**src/rtl/adc_seq_pkg.sv**
```systemverilog
package adc_seq_pkg;

  typedef enum logic [2:0] {
    ST_SETTLE = 3'd0,
    ST_IDLE   = 3'd1,
    ST_CAL    = 3'd2,
    ST_SAMPLE = 3'd3,
    ST_CONV   = 3'd4
  } seq_st_e;

  // control word bit positions (decoded by the top)
  localparam int CTRL_CAL_BIT = 1;
  localparam int CTRL_EXT_BIT = 2;

endpackage

```
**src/rtl/adc_seq_sync.sv**
```systemverilog
module adc_seq_sync #(
  parameter int               W        = 5,
  parameter int               EDGE_W   = 2,
  parameter int               STAGES   = 2,
  parameter logic [W-1:0]     RST_VAL  = '1
) (
  input  logic              clk,
  input  logic              rst,
  input  logic [W-1:0]      async_i,
  output logic [W-1:EDGE_W] level_o,
  output logic [EDGE_W-1:0] rise_o
);

  logic [STAGES-1:0][W-1:0] stg_q;
  logic [EDGE_W-1:0]        prev_q;

  always_ff @(posedge clk) begin
    if (rst) begin
      stg_q  <= {STAGES{RST_VAL}};
      prev_q <= RST_VAL[EDGE_W-1:0];
    end else begin
      stg_q[0] <= async_i;
      for (int s = 1; s < STAGES; s++) begin
        stg_q[s] <= stg_q[s-1];
      end
      prev_q <= stg_q[STAGES-1][EDGE_W-1:0];
    end
  end

  assign level_o = stg_q[STAGES-1][W-1:EDGE_W];
  assign rise_o  = stg_q[STAGES-1][EDGE_W-1:0] & ~prev_q;

  // an edge is reported for one cycle only (trigger inputs, R8)
  assert_rise_single_R8: assert property (@(posedge clk) disable iff (rst)
    (rise_o & $past(rise_o)) == '0);

endmodule

```
**src/rtl/adc_seq_sar.sv**
```systemverilog
module adc_seq_sar #(
  parameter int DATA_W = 12,
  localparam int IDX_W = $clog2(DATA_W)
) (
  input  logic              clk,
  input  logic              rst,
  input  logic              step_i,
  input  logic [IDX_W-1:0]  idx_i,
  input  logic              cmp_i,
  output logic [DATA_W-1:0] trial_o,
  output logic [DATA_W-1:0] word_o
);

  logic [DATA_W-1:0] acc_q;
  logic [DATA_W-1:0] acc_d;
  logic [DATA_W-1:0] probe;

  generate
    for (genvar b = 0; b < DATA_W; b++) begin : g_bit
      assign probe[b] = (idx_i == IDX_W'(b));
      assign acc_d[b] = probe[b] ? cmp_i : acc_q[b];
    end
  endgenerate

  always_ff @(posedge clk) begin
    if (rst || !step_i) acc_q <= '0;
    else                acc_q <= acc_d;
  end

  assign trial_o = step_i ? (acc_q | probe) : '0;
  assign word_o  = acc_d;

  // a decision made in one cycle is kept in the next
  assert_decision_kept_R5: assert property (@(posedge clk) disable iff (rst)
    ($past(step_i) && step_i) |-> (acc_q[$past(idx_i)] == $past(cmp_i)));

endmodule

```
**src/rtl/adc_seq_fsm.sv**
```systemverilog
module adc_seq_fsm
  import adc_seq_pkg::*;
#(
  parameter int DATA_W     = 12,
  parameter int CH_W       = 2,
  parameter int SAMPLE_CYC = 5,
  parameter int CAL_CYC    = 168,
  parameter int SETTLE_CYC = 42425,
  localparam int IDX_W     = $clog2(DATA_W),
  localparam int MAX_CYC   = (SETTLE_CYC > CAL_CYC) ? SETTLE_CYC : CAL_CYC,
  localparam int CNT_W     = $clog2(MAX_CYC) + 1
) (
  input  logic             clk,
  input  logic             rst,
  input  logic             pwr_fail_i,
  input  logic             cal_req_i,
  input  logic             conv_wr_i,
  input  logic             conv_ext_i,
  input  logic [CH_W-1:0]  chan_i,
  output seq_st_e          st_o,
  output logic             step_o,
  output logic             last_o,
  output logic [IDX_W-1:0] idx_o,
  output logic [CH_W-1:0]  chan_o
);

  seq_st_e          st_q, st_d;
  logic [CNT_W-1:0] cnt_q, cnt_d;
  logic [CH_W-1:0]  chan_q, chan_d;

  always_comb begin
    st_d   = st_q;
    cnt_d  = cnt_q + 1'b1;
    chan_d = chan_q;
    if (pwr_fail_i) begin
      st_d  = ST_SETTLE;
      cnt_d = '0;
    end else if (st_q == ST_SETTLE) begin
      if (cnt_q == CNT_W'(SETTLE_CYC - 1)) begin
        st_d  = ST_CAL;
        cnt_d = '0;
      end
    end else if (cal_req_i) begin
      st_d  = ST_CAL;
      cnt_d = '0;
    end else begin
      case (st_q)
        ST_IDLE: begin
          cnt_d = '0;
          if (conv_wr_i) begin
            st_d   = ST_SAMPLE;
            chan_d = chan_i;
          end else if (conv_ext_i) begin
            st_d = ST_CONV;
          end
        end
        ST_CAL: if (cnt_q == CNT_W'(CAL_CYC - 1)) begin
          st_d  = ST_SAMPLE;
          cnt_d = '0;
        end
        ST_SAMPLE: if (cnt_q == CNT_W'(SAMPLE_CYC - 1)) begin
          st_d  = ST_CONV;
          cnt_d = '0;
        end
        ST_CONV: if (cnt_q == CNT_W'(DATA_W - 1)) begin
          st_d  = ST_IDLE;
          cnt_d = '0;
        end
        default: begin
          st_d  = ST_SETTLE;
          cnt_d = '0;
        end
      endcase
    end
  end

  always_ff @(posedge clk) begin
    if (rst) begin
      st_q   <= ST_SETTLE;
      cnt_q  <= '0;
      chan_q <= '0;
    end else begin
      st_q   <= st_d;
      cnt_q  <= cnt_d;
      chan_q <= chan_d;
    end
  end

  assign st_o   = st_q;
  assign step_o = (st_q == ST_CONV);
  assign last_o = step_o && (cnt_q == CNT_W'(DATA_W - 1));
  assign idx_o  = IDX_W'(DATA_W - 1) - cnt_q[IDX_W-1:0];
  assign chan_o = chan_q;

  // calibration hands over to the sample phase unless preempted
  assert_cal_to_sample_R3: assert property (@(posedge clk) disable iff (rst)
    ($past(st_q) == ST_CAL && st_q != ST_CAL && !$past(pwr_fail_i))
      |-> st_q == ST_SAMPLE);

  // decisions start only after the full sample window
  assert_sample_len_R4: assert property (@(posedge clk) disable iff (rst)
    ($past(st_q) == ST_SAMPLE && st_q == ST_CONV)
      |-> $past(cnt_q) == CNT_W'(SAMPLE_CYC - 1));

  // channel stays put while calibrating
  assert_chan_locked_R10: assert property (@(posedge clk) disable iff (rst)
    (st_q == ST_CAL && conv_wr_i && !pwr_fail_i) |=> $stable(chan_q));

  // calibration wins over anything but settling / power fail
  assert_cal_wins_R13: assert property (@(posedge clk) disable iff (rst)
    (cal_req_i && !pwr_fail_i && st_q != ST_SETTLE) |=> st_q == ST_CAL);

  // power fail restarts the settling wait
  assert_pwr_restart_R12: assert property (@(posedge clk) disable iff (rst)
    pwr_fail_i |=> (st_q == ST_SETTLE && cnt_q == '0));

endmodule

```
**src/rtl/adc_seq_ctrl.sv**
```systemverilog
module adc_seq_ctrl
  import adc_seq_pkg::*;
#(
  parameter int DATA_W      = 12,
  parameter int CH_W        = 2,
  parameter int SAMPLE_CYC  = 5,
  parameter int CAL_CYC     = 168,
  parameter int SETTLE_CYC  = 42425,
  parameter int SYNC_STAGES = 2,
  parameter int CTRL_W      = 8,
  localparam int IDX_W      = $clog2(DATA_W),
  localparam int PIN_W      = CH_W + 3,
  localparam int EDGE_W     = 2
) (
  input  logic              clk,
  input  logic              rst,
  input  logic              pwr_fail_i,
  input  logic              wr_n_i,
  input  logic              cs_n_i,
  input  logic [CH_W-1:0]   chan_i,
  input  logic              cal_n_i,
  input  logic              ctrl_we_i,
  input  logic [CTRL_W-1:0] ctrl_wdata_i,
  input  logic              cmp_i,
  output logic              rdy_o,
  output logic              cal_o,
  output logic              sample_o,
  output logic [CH_W-1:0]   chan_o,
  output logic [DATA_W-1:0] trial_o,
  output logic [DATA_W-1:0] result_o,
  output logic              valid_o
);

  // pin order: strobes in the low bits so they get edge detectors
  logic [PIN_W-1:EDGE_W] pin_lvl;
  logic [EDGE_W-1:0]     pin_rise;

  adc_seq_sync #(
    .W       (PIN_W),
    .EDGE_W  (EDGE_W),
    .STAGES  (SYNC_STAGES),
    .RST_VAL ({PIN_W{1'b1}})
  ) u_sync (
    .clk     (clk),
    .rst     (rst),
    .async_i ({chan_i, cs_n_i, wr_n_i, cal_n_i}),
    .level_o (pin_lvl),
    .rise_o  (pin_rise)
  );

  logic            cal_rise, wr_rise, cs_n_s;
  logic [CH_W-1:0] chan_s;
  assign cal_rise = pin_rise[0];
  assign wr_rise  = pin_rise[1];
  assign cs_n_s   = pin_lvl[2];
  assign chan_s   = pin_lvl[PIN_W-1:3];

  logic ext_q;
  always_ff @(posedge clk) begin
    if (rst)            ext_q <= 1'b0;
    else if (ctrl_we_i) ext_q <= ctrl_wdata_i[CTRL_EXT_BIT];
  end

  logic unused_ctrl_bits;
  assign unused_ctrl_bits = ^{ctrl_wdata_i[CTRL_W-1:CTRL_EXT_BIT+1],
                              ctrl_wdata_i[CTRL_CAL_BIT-1:0]};

  logic cal_req, conv_wr, conv_ext;
  assign cal_req  = (ctrl_we_i & ctrl_wdata_i[CTRL_CAL_BIT]) | (cal_rise & ~ext_q);
  assign conv_wr  = wr_rise & ~cs_n_s;
  assign conv_ext = cal_rise & ext_q;

  seq_st_e          st;
  logic             step, last;
  logic [IDX_W-1:0] idx;

  adc_seq_fsm #(
    .DATA_W     (DATA_W),
    .CH_W       (CH_W),
    .SAMPLE_CYC (SAMPLE_CYC),
    .CAL_CYC    (CAL_CYC),
    .SETTLE_CYC (SETTLE_CYC)
  ) u_fsm (
    .clk        (clk),
    .rst        (rst),
    .pwr_fail_i (pwr_fail_i),
    .cal_req_i  (cal_req),
    .conv_wr_i  (conv_wr),
    .conv_ext_i (conv_ext),
    .chan_i     (chan_s),
    .st_o       (st),
    .step_o     (step),
    .last_o     (last),
    .idx_o      (idx),
    .chan_o     (chan_o)
  );

  logic [DATA_W-1:0] word;

  adc_seq_sar #(
    .DATA_W (DATA_W)
  ) u_sar (
    .clk     (clk),
    .rst     (rst),
    .step_i  (step),
    .idx_i   (idx),
    .cmp_i   (cmp_i),
    .trial_o (trial_o),
    .word_o  (word)
  );

  always_ff @(posedge clk) begin
    if (rst) begin
      result_o <= '0;
      valid_o  <= 1'b0;
    end else begin
      valid_o <= last && !cal_req && !pwr_fail_i;
      if (last && !cal_req && !pwr_fail_i) result_o <= word;
    end
  end

  assign rdy_o    = (st == ST_IDLE);
  assign cal_o    = (st == ST_CAL);
  assign sample_o = (st == ST_SAMPLE) || (st == ST_IDLE && ext_q);

  // result only moves together with the valid pulse
  assert_result_hold_R5: assert property (@(posedge clk) disable iff (rst)
    !valid_o |-> $stable(result_o));

  // external-sample edge goes straight to decisions
  assert_ext_direct_R11: assert property (@(posedge clk) disable iff (rst)
    (conv_ext && st == ST_IDLE && !cal_req && !pwr_fail_i) |=> (step && !cal_o));

  // no result while calibration runs
  assert_no_valid_in_cal_R9: assert property (@(posedge clk) disable iff (rst)
    cal_o |-> !valid_o);

endmodule

```
**config.mk**
```make
export PLATFORM = sky130hd
export DESIGN_NAME = adc_seq_ctrl
export DESIGN_NICKNAME = d
export VERILOG_FILES = /design/src/rtl/adc_seq_pkg.sv /design/src/rtl/adc_seq_sync.sv /design/src/rtl/adc_seq_sar.sv /design/src/rtl/adc_seq_fsm.sv /design/src/rtl/adc_seq_ctrl.sv
export SDC_FILE = /design/constraint.sdc
export NUM_CORES = 1
export LEC_CHECK = 0
export BUFFER_PORTS_ARGS = -buffer_cell sky130_fd_sc_hd__buf_2
export CAP_MARGIN = 20
export CORE_MARGIN = 5
export CORE_UTILIZATION = 55
export DETAILED_ROUTE_END_ITERATION = 16
export GPL_ROUTABILITY_DRIVEN = 0
export PLACE_DENSITY = 0.79
export SLEW_MARGIN = 20
export SYNTH_ARGS = -nofsm -noshare
export SYNTH_HDL_FRONTEND = slang
export SYNTH_SLANG_ARGS = --single-unit
```
**constraint.sdc**
```tcl
create_clock -name clk -period 2.7 [get_ports clk]
set_input_delay 0.675 -clock clk [delete_from_list [all_inputs] [get_ports clk]]
set_output_delay 0.675 -clock clk [all_outputs]
set_load 0.02 [all_outputs]
```
### Yosys cells after proc, flatten, opt, wreduce, memory -nomap -nowiden

Cells that the tools add are included.

| cells by class | value |
|---|---|
| add/sub/neg operators | 2 |
| muxes and demuxes | 29 |
| equality and inequality tests | 24 |
| reduce and logical (&&, ||, !) cells | 14 |
| bitwise logic cells | 13 |

Operators with widths:

| operator | count |
|---|---|
| 17-bit two-way mux | 6 |
| 17-bit one-hot mux with 3 select lines | 1 |
| 3-bit two-way mux | 8 |
| 17-bit by 1-bit adder with 17-bit output, second input constant | 1 |
| 17-bit by 16-bit equality test with 1-bit output, second input constant | 1 |
| 17-bit by 3-bit equality test with 1-bit output, second input constant | 1 |
| 17-bit by 4-bit equality test with 1-bit output, second input constant | 1 |
| 17-bit by 8-bit equality test with 1-bit output, second input constant | 1 |
| 4-bit by 3-bit equality test with 1-bit output, second input constant | 4 |
| 4-bit equality test, second input constant | 4 |
| 1-bit two-way mux | 12 |
| 12-bit two-way mux | 1 |
| 12-bit OR | 1 |
| 3-bit one-hot mux with 4 select lines | 1 |
| 5-bit AND reduction | 2 |
| 4-bit by 2-bit equality test with 1-bit output, second input constant | 2 |
| 3-bit by 2-bit equality test with 1-bit output, second input constant | 2 |
| 5-bit by 1-bit inequality test with 1-bit output, second input constant | 1 |
| 1-bit NOT | 5 |
| 1-bit bitwise AND | 4 |
| 4-bit by 1-bit equality test with 1-bit output, second input constant | 1 |
| 1-bit logical AND | 4 |
| 4-bit logical NOT | 1 |
| 4-bit by 1-bit inequality test with 1-bit output, second input constant | 1 |
| other kinds (13) | 16 |

| storage, ports and cells | value |
|---|---|
| register bits | 60 |
| word-level logic and storage cells | 92 |
| output and inout bits | 30 |
| input bits | 18 |

### Longest topological paths before layout

| logic depth | value |
|---|---|
| depth after elaboration | 8 |
| gate-level depth with buffers | 10 |
| gate-level depth less buffers | 8 |

### Hierarchy

From an unflattened synthesis, not the netlist that was laid out.

| unflattened totals | value |
|---|---|
| cell total of the unflattened synthesis | 331 |
| area, all modules | 3278.1 um^2 |

Modules (own cells, without submodules):

| module | instances | cells each | seq. area each (um^2) | area an instance (um^2) |
|---|---|---|---|---|
| adc_seq_fsm | 1 | 148 | 440.4 | 1276.2 |
| adc_seq_sar | 1 | 85 | 240.2 | 969.7 |
| adc_seq_ctrl | 1 | 68 | 280.3 | 670.6 |
| adc_seq_sync | 1 | 30 | 240.2 | 361.6 |

### Worst setup path before layout

Ideal clock, no wire load.

| timing | value |
|---|---|
| path kind | reg-to-reg |
| start point | register u_fsm.cnt_q[12] |
| end point | register u_fsm.cnt_q[12] |
| stages on the path, launching flop included | 9 |
| data required time | 2585 ps |
| path buffers | 2 |
| period minus slack after synthesis | 2069 ps |
| path slack | 631 ps |
| arrival time | 1955 ps |
| setup time | 115 ps |
| path through | dfxtp_1 > or4_1 > and4bb_2 > nand4_1 > a32oi_1 > a21o_1 > buf_4 > buf_6 > nor2_1 |

| on the way | value |
|---|---|
| cells in the longest elaborated chain, start to end | 5 |
| elaborated cells on any way between the ends | 12 |
| classes of those cells | 1 x add/sub; 4 x eq/ne; 7 x mux |

Ends and longest elaborated chain:

| what | line | text |
|---|---|---|
| start, declared | adc_seq_fsm.sv:28 | `logic [CNT_W-1:0] cnt_q, cnt_d;` |
| start signal, assigned | adc_seq_fsm.sv:84 | `cnt_q <= cnt_d;` |
| 17-bit by 1-bit adder with 17-bit output (tied with other cells) | adc_seq_fsm.sv:33 | `cnt_d = cnt_q + 1'b1;` |
| 17-bit two-way mux (on tied branches) | adc_seq_fsm.sv:65, adc_seq_fsm.sv:57, adc_seq_fsm.sv:61 |  |
| 17-bit one-hot mux with 3 select lines | adc_seq_fsm.sv:47 | `case (st_q)` |
| 17-bit two-way mux | adc_seq_fsm.sv:43 | `end else if (cal_req_i) begin` |
| 17-bit two-way mux (*) | adc_seq_fsm.sv:38 | `end else if (st_q == ST_SETTLE) begin` |

Every way passes the cells marked *; elsewhere a longest branch is shown, timed or not.
A chain may end at the register's enable or synchronous reset.

### Final worst setup path

| timing | value |
|---|---|
| start point | register u_fsm.cnt_q[0] |
| end point | output trial_o[0] |

| on the way | value |
|---|---|
| cells in the longest elaborated chain, start to end | 4 |

Ends and longest elaborated chain:

| what | line | text |
|---|---|---|
| 4-bit subtractor | adc_seq_fsm.sv:92 | `assign idx_o = IDX_W'(DATA_W - 1) - cnt_q[IDX_W-1:0];` |
| 4-bit logical NOT | adc_seq_sar.sv:20 | `assign probe[b] = (idx_i == IDX_W'(b));` |
| 12-bit OR | adc_seq_sar.sv:30 | `assign trial_o = step_i ? (acc_q \| probe) : '0;` |
| 12-bit two-way mux | adc_seq_sar.sv:30 |  |
| end, declared | adc_seq_ctrl.sv:29 | `output logic [DATA_W-1:0] trial_o,` |

No other way between the ends.

==> impl_metrics.tcl <==
set metrics [dict create \
    worst_pin_slew_ps 731.8 \
    netlist_instances 300 \
    seqCellArea_sq_um 1201 \
    hold_buffers 0 \
    p_leak_nw 1.288 \
    ys_seq_area_frac 0.4567 \
    rr_endpoint "u_fsm.cnt_q[12]$_SDFF_PP0_" \
    clkLatencyLatePin_ps 340 \
    cp.required_ps 2030 \
    clk_pin_slew_worst_paths_ps 60 \
    finalHoldViolCount 0 \
    rrSetupSlack_ps 430 \
    critical_path_class "register to output port" \
    post-route-min-period_ps 2476 \
    ios 48 \
    syn_avg_cell_area_sq_um 8.767 \
    reg2reg_from "u_fsm.cnt_q[12]$_SDFF_PP0_" \
    clk_path_buf_depth 2 \
    ys_warn_count 0 \
    status "complete, no violations" \
    gr-total-overflow 0 \
    synthTopCellsByArea "dfxtp_1 (46%), nor2_1 (10%), mux2i_1 (6.5%)" \
    diodes 0 \
    firstDrtPassIters 4 \
    dr_total_vias 2134 \
    drc 0 \
    antenna_found_initial 0 \
    fillerInstances 399 \
    pre_cts_ws_ps 443.6 \
    area_growth_syn_to_layout_pct 18.32 \
    final.setup.tns_ps 0 \
    wl_um 5197 \
    clockRootBuffer "clkbuf_8" \
    ys_ff_latch 60 \
    finalSetupViolCount 0 \
    synth_nets 322 \
    grt_pass1_wl_um 8859 \
    drv_slew 0 \
    clock_skew_ps 7.243 \
    fin_nets 362 \
    whs_endpoint "u_sync.level_o[2]$_SDFF_PP1_" \
    port_buffers 41 \
    synth_cell_types 39 \
    core_area_sq_um 4692 \
    synth_async_sr_flop_share 0 \
    fin_crit_sh 0.9171 \
    drive_gt1_frac 0.2406 \
    cts_buffers 9 \
    start_util 0.5605 \
    cts_resized 0 \
    ir_drop_mv 0.4467 \
    p_int_mw 1.651 \
    post_drt_wl_per_cell_um 13.03 \
    row_count 25 \
    multi_input_comb_area_sq_um 1335 \
    p_seq_frac 0.443 \
    holdPathStages 1 \
    cp.arrival_ps 1800 \
    p_comb_frac 0.028 \
    synth_top_area_cell "dfxtp_1" \
    p_per_area_nw_per_um2 653.0 \
    drt_iter0_drc 80 \
    dieArea_sq_um 6265 \
    end_kind "output port" \
    grt_max_degree 32 \
    hold_class "register to register" \
    routed_via_density 5.348 \
    die_w_um 79.15 \
    synth_flop_cell "dfxtp_1" \
    clkPwrFrac 0.530 \
    rsz0062_at_grt "no" \
    power_switching_share 0.1877 \
    power.switching_mw 0.3813 \
    clkSinkCount 60 \
    cts_tree "done" \
    fmax_ghz 0.4039 \
    die_h_um 79.15 \
    grt_pass1_vias 1982 \
    rr_worst_depth 7 \
    max-slew-margin-rel 0.5070 \
    grtUsageTotal 0.1795 \
    setup_ws_ps 223.9 \
    cap_violations 0 \
    hold_path_startpoint "u_sync.stg_q[2]$_SDFF_PP1_" \
    start_kind "register" \
    synth_edf_count 0 \
    antenna_left 0 \
    h-tree-depth 3 \
    crit_fanout 6 \
    syn_area_sq_um 2630 \
    cts_setup_buffers 0 \
    synth_top_area_frac 0.4567 \
    place_hpwl_um 3736 \
]
layer usage:
metal / up-vias / routed length (um) / track usage
met4: 0 / 75 / 0.06186
met3: 6 / 298 / 0.06122
met5: - / 0 / 0
li1: 1090 / - / -
met2: 51 / 2400 / 0.2719
met1: 987 / 2422 / 0.2386
final cells by class:
class / instances / share of cell area
clock buffers: 12 / 0.04664
clock inverters: 4 / 0.03860
inverters: 4 / 0.004825
multi-input cells: 221 / 0.4290
flip-flops and latches: 60 / 0.3860
well taps: 54 / 0.02171
repair buffers: 44 / 0.07318
state kept, by name, indices dropped and copies added (netlist names):
register	count
u_fsm.cnt_q	17
result_o	12
u_sar.acc_q	12
u_sync.stg_q	7
u_fsm.st_o	3
u_sync.level_o	3
u_fsm.chan_o	2
u_sync.prev_q	2
ext_q	1
valid_o	1
kinds of logic after synthesis:
logic type	share of synthesized area
and+or+nand+nor	0.2731
DFF	0.4567
AOI/OAI and AO/OA	0.1042
buffers and inverters	0.03568
muxes	0.06470
xor gates and xnor gates	0.04662
adders and majority gates	0.01903
through the flow:
| stage | utilization | power (mW) | cells | cell area [sq um] | hold WS (ps) |
|---|---|---|---|---|---|
| floorplan | - | 0.9594 | 300 | 2630 | 389.5 |
| global placement | 0.6067 | 0.9741 | 383 | 2846 | 391.9 |
| detailed placement | 0.6067 | 0.9759 | 383 | 2846 | 393.6 |
| CTS | 0.6632 | 2.043 | 399 | 3112 | 408.5 |
| global route | 0.6632 | 2.091 | 399 | 3112 | 435.9 |
| finish | 0.6632 | 2.032 | 399 | 3112 | 408.8 |
cell usage in the layout (no fill, tap or decap), drive strengths merged:
master | netlist | layout
inv | 4 | 4
a21oi | 13 | 13
and4 | 1 | 1
a21boi | 1 | 1
bufinv | 0 | 4
xnor2 | 8 | 8
clkbuf | 10 | 12
mux2i | 17 | 17
nand3 | 8 | 8
nand4 | 3 | 3
a32oi | 1 | 1
nand2b | 4 | 4
o21ai | 4 | 4
o211ai | 1 | 1
a211oi | 12 | 12
nor4 | 2 | 2
a41oi | 1 | 1
o311ai | 1 | 1
dfxtp | 60 | 60
ha | 4 | 4
or3b | 1 | 1
and3 | 6 | 6
xor2 | 6 | 6
and4bb | 1 | 1
nand3b | 1 | 1
or2 | 14 | 14
nor3 | 6 | 6
o21a | 2 | 2
nor2 | 71 | 71
nand2 | 24 | 24
and2 | 2 | 2
buf | 5 | 44
nor2b | 4 | 4
or4 | 1 | 1
a21o | 1 | 1
synth_stat cells (2+ instances only):
| master | count |
|---|---|
| a211oi_1 | 5 |
| a211oi_2 | 7 |
| a21oi_1 | 13 |
| and2_1 | 2 |
| and3_1 | 6 |
| buf_4 | 2 |
| buf_6 | 2 |
| clkbuf_1 | 10 |
| dfxtp_1 | 60 |
| ha_1 | 4 |
| inv_1 | 4 |
| mux2i_1 | 17 |
| nand2_1 | 24 |
| nand2b_1 | 4 |
| nand3_1 | 7 |
| nand4_1 | 3 |
| nor2_1 | 71 |
| nor2b_1 | 4 |
| nor3_1 | 6 |
| o21a_1 | 2 |
| o21ai_0 | 4 |
| or2_2 | 14 |
| xnor2_1 | 8 |
| xor2_1 | 6 |
worst max-delay path by stage:
| stage | start | endpoint | slack [ps] | cells after the start |
|---|---|---|---|---|
| global route | u_fsm.cnt_q[0]$_SDFF_PP0_ | trial_o[0] | 80 | 6 |
| detailed placement | u_fsm.cnt_q[9]$_SDFF_PP0_ | u_fsm.cnt_q[12]$_SDFF_PP0_ | 440 | 7 |
| floorplan | u_fsm.cnt_q[12]$_SDFF_PP0_ | u_fsm.cnt_q[12]$_SDFF_PP0_ | 630 | 8 |
| finish | u_fsm.cnt_q[0]$_SDFF_PP0_ | trial_o[0] | 220 | 6 |
| global placement | u_fsm.cnt_q[12]$_SDFF_PP0_ | u_fsm.cnt_q[5]$_SDFF_PP0_ | 500 | 7 |
| CTS | u_fsm.cnt_q[0]$_SDFF_PP0_ | trial_o[0] | 220 | 6 |
power groups by stage:
stage	Combinational, mW	Sequential (mW)	Clock, mW
after floorplan	0.0414	0.918	0
after global routing	0.0637	0.900	1.13
after detailed placement	0.0564	0.920	0
after CTS	0.0566	0.900	1.09
final	0.0561	0.899	1.08
after global placement	0.0551	0.919	0
worst max-delay path, cell delays in order, from the launching register on:
cell and delay (ps):
dfxtp_1 400, ha_1 310, nand2_1 70, nor2_1 270, nor2_1 70, nor2_1 140, buf_2 190
Power figures use the tool's default switching activity.
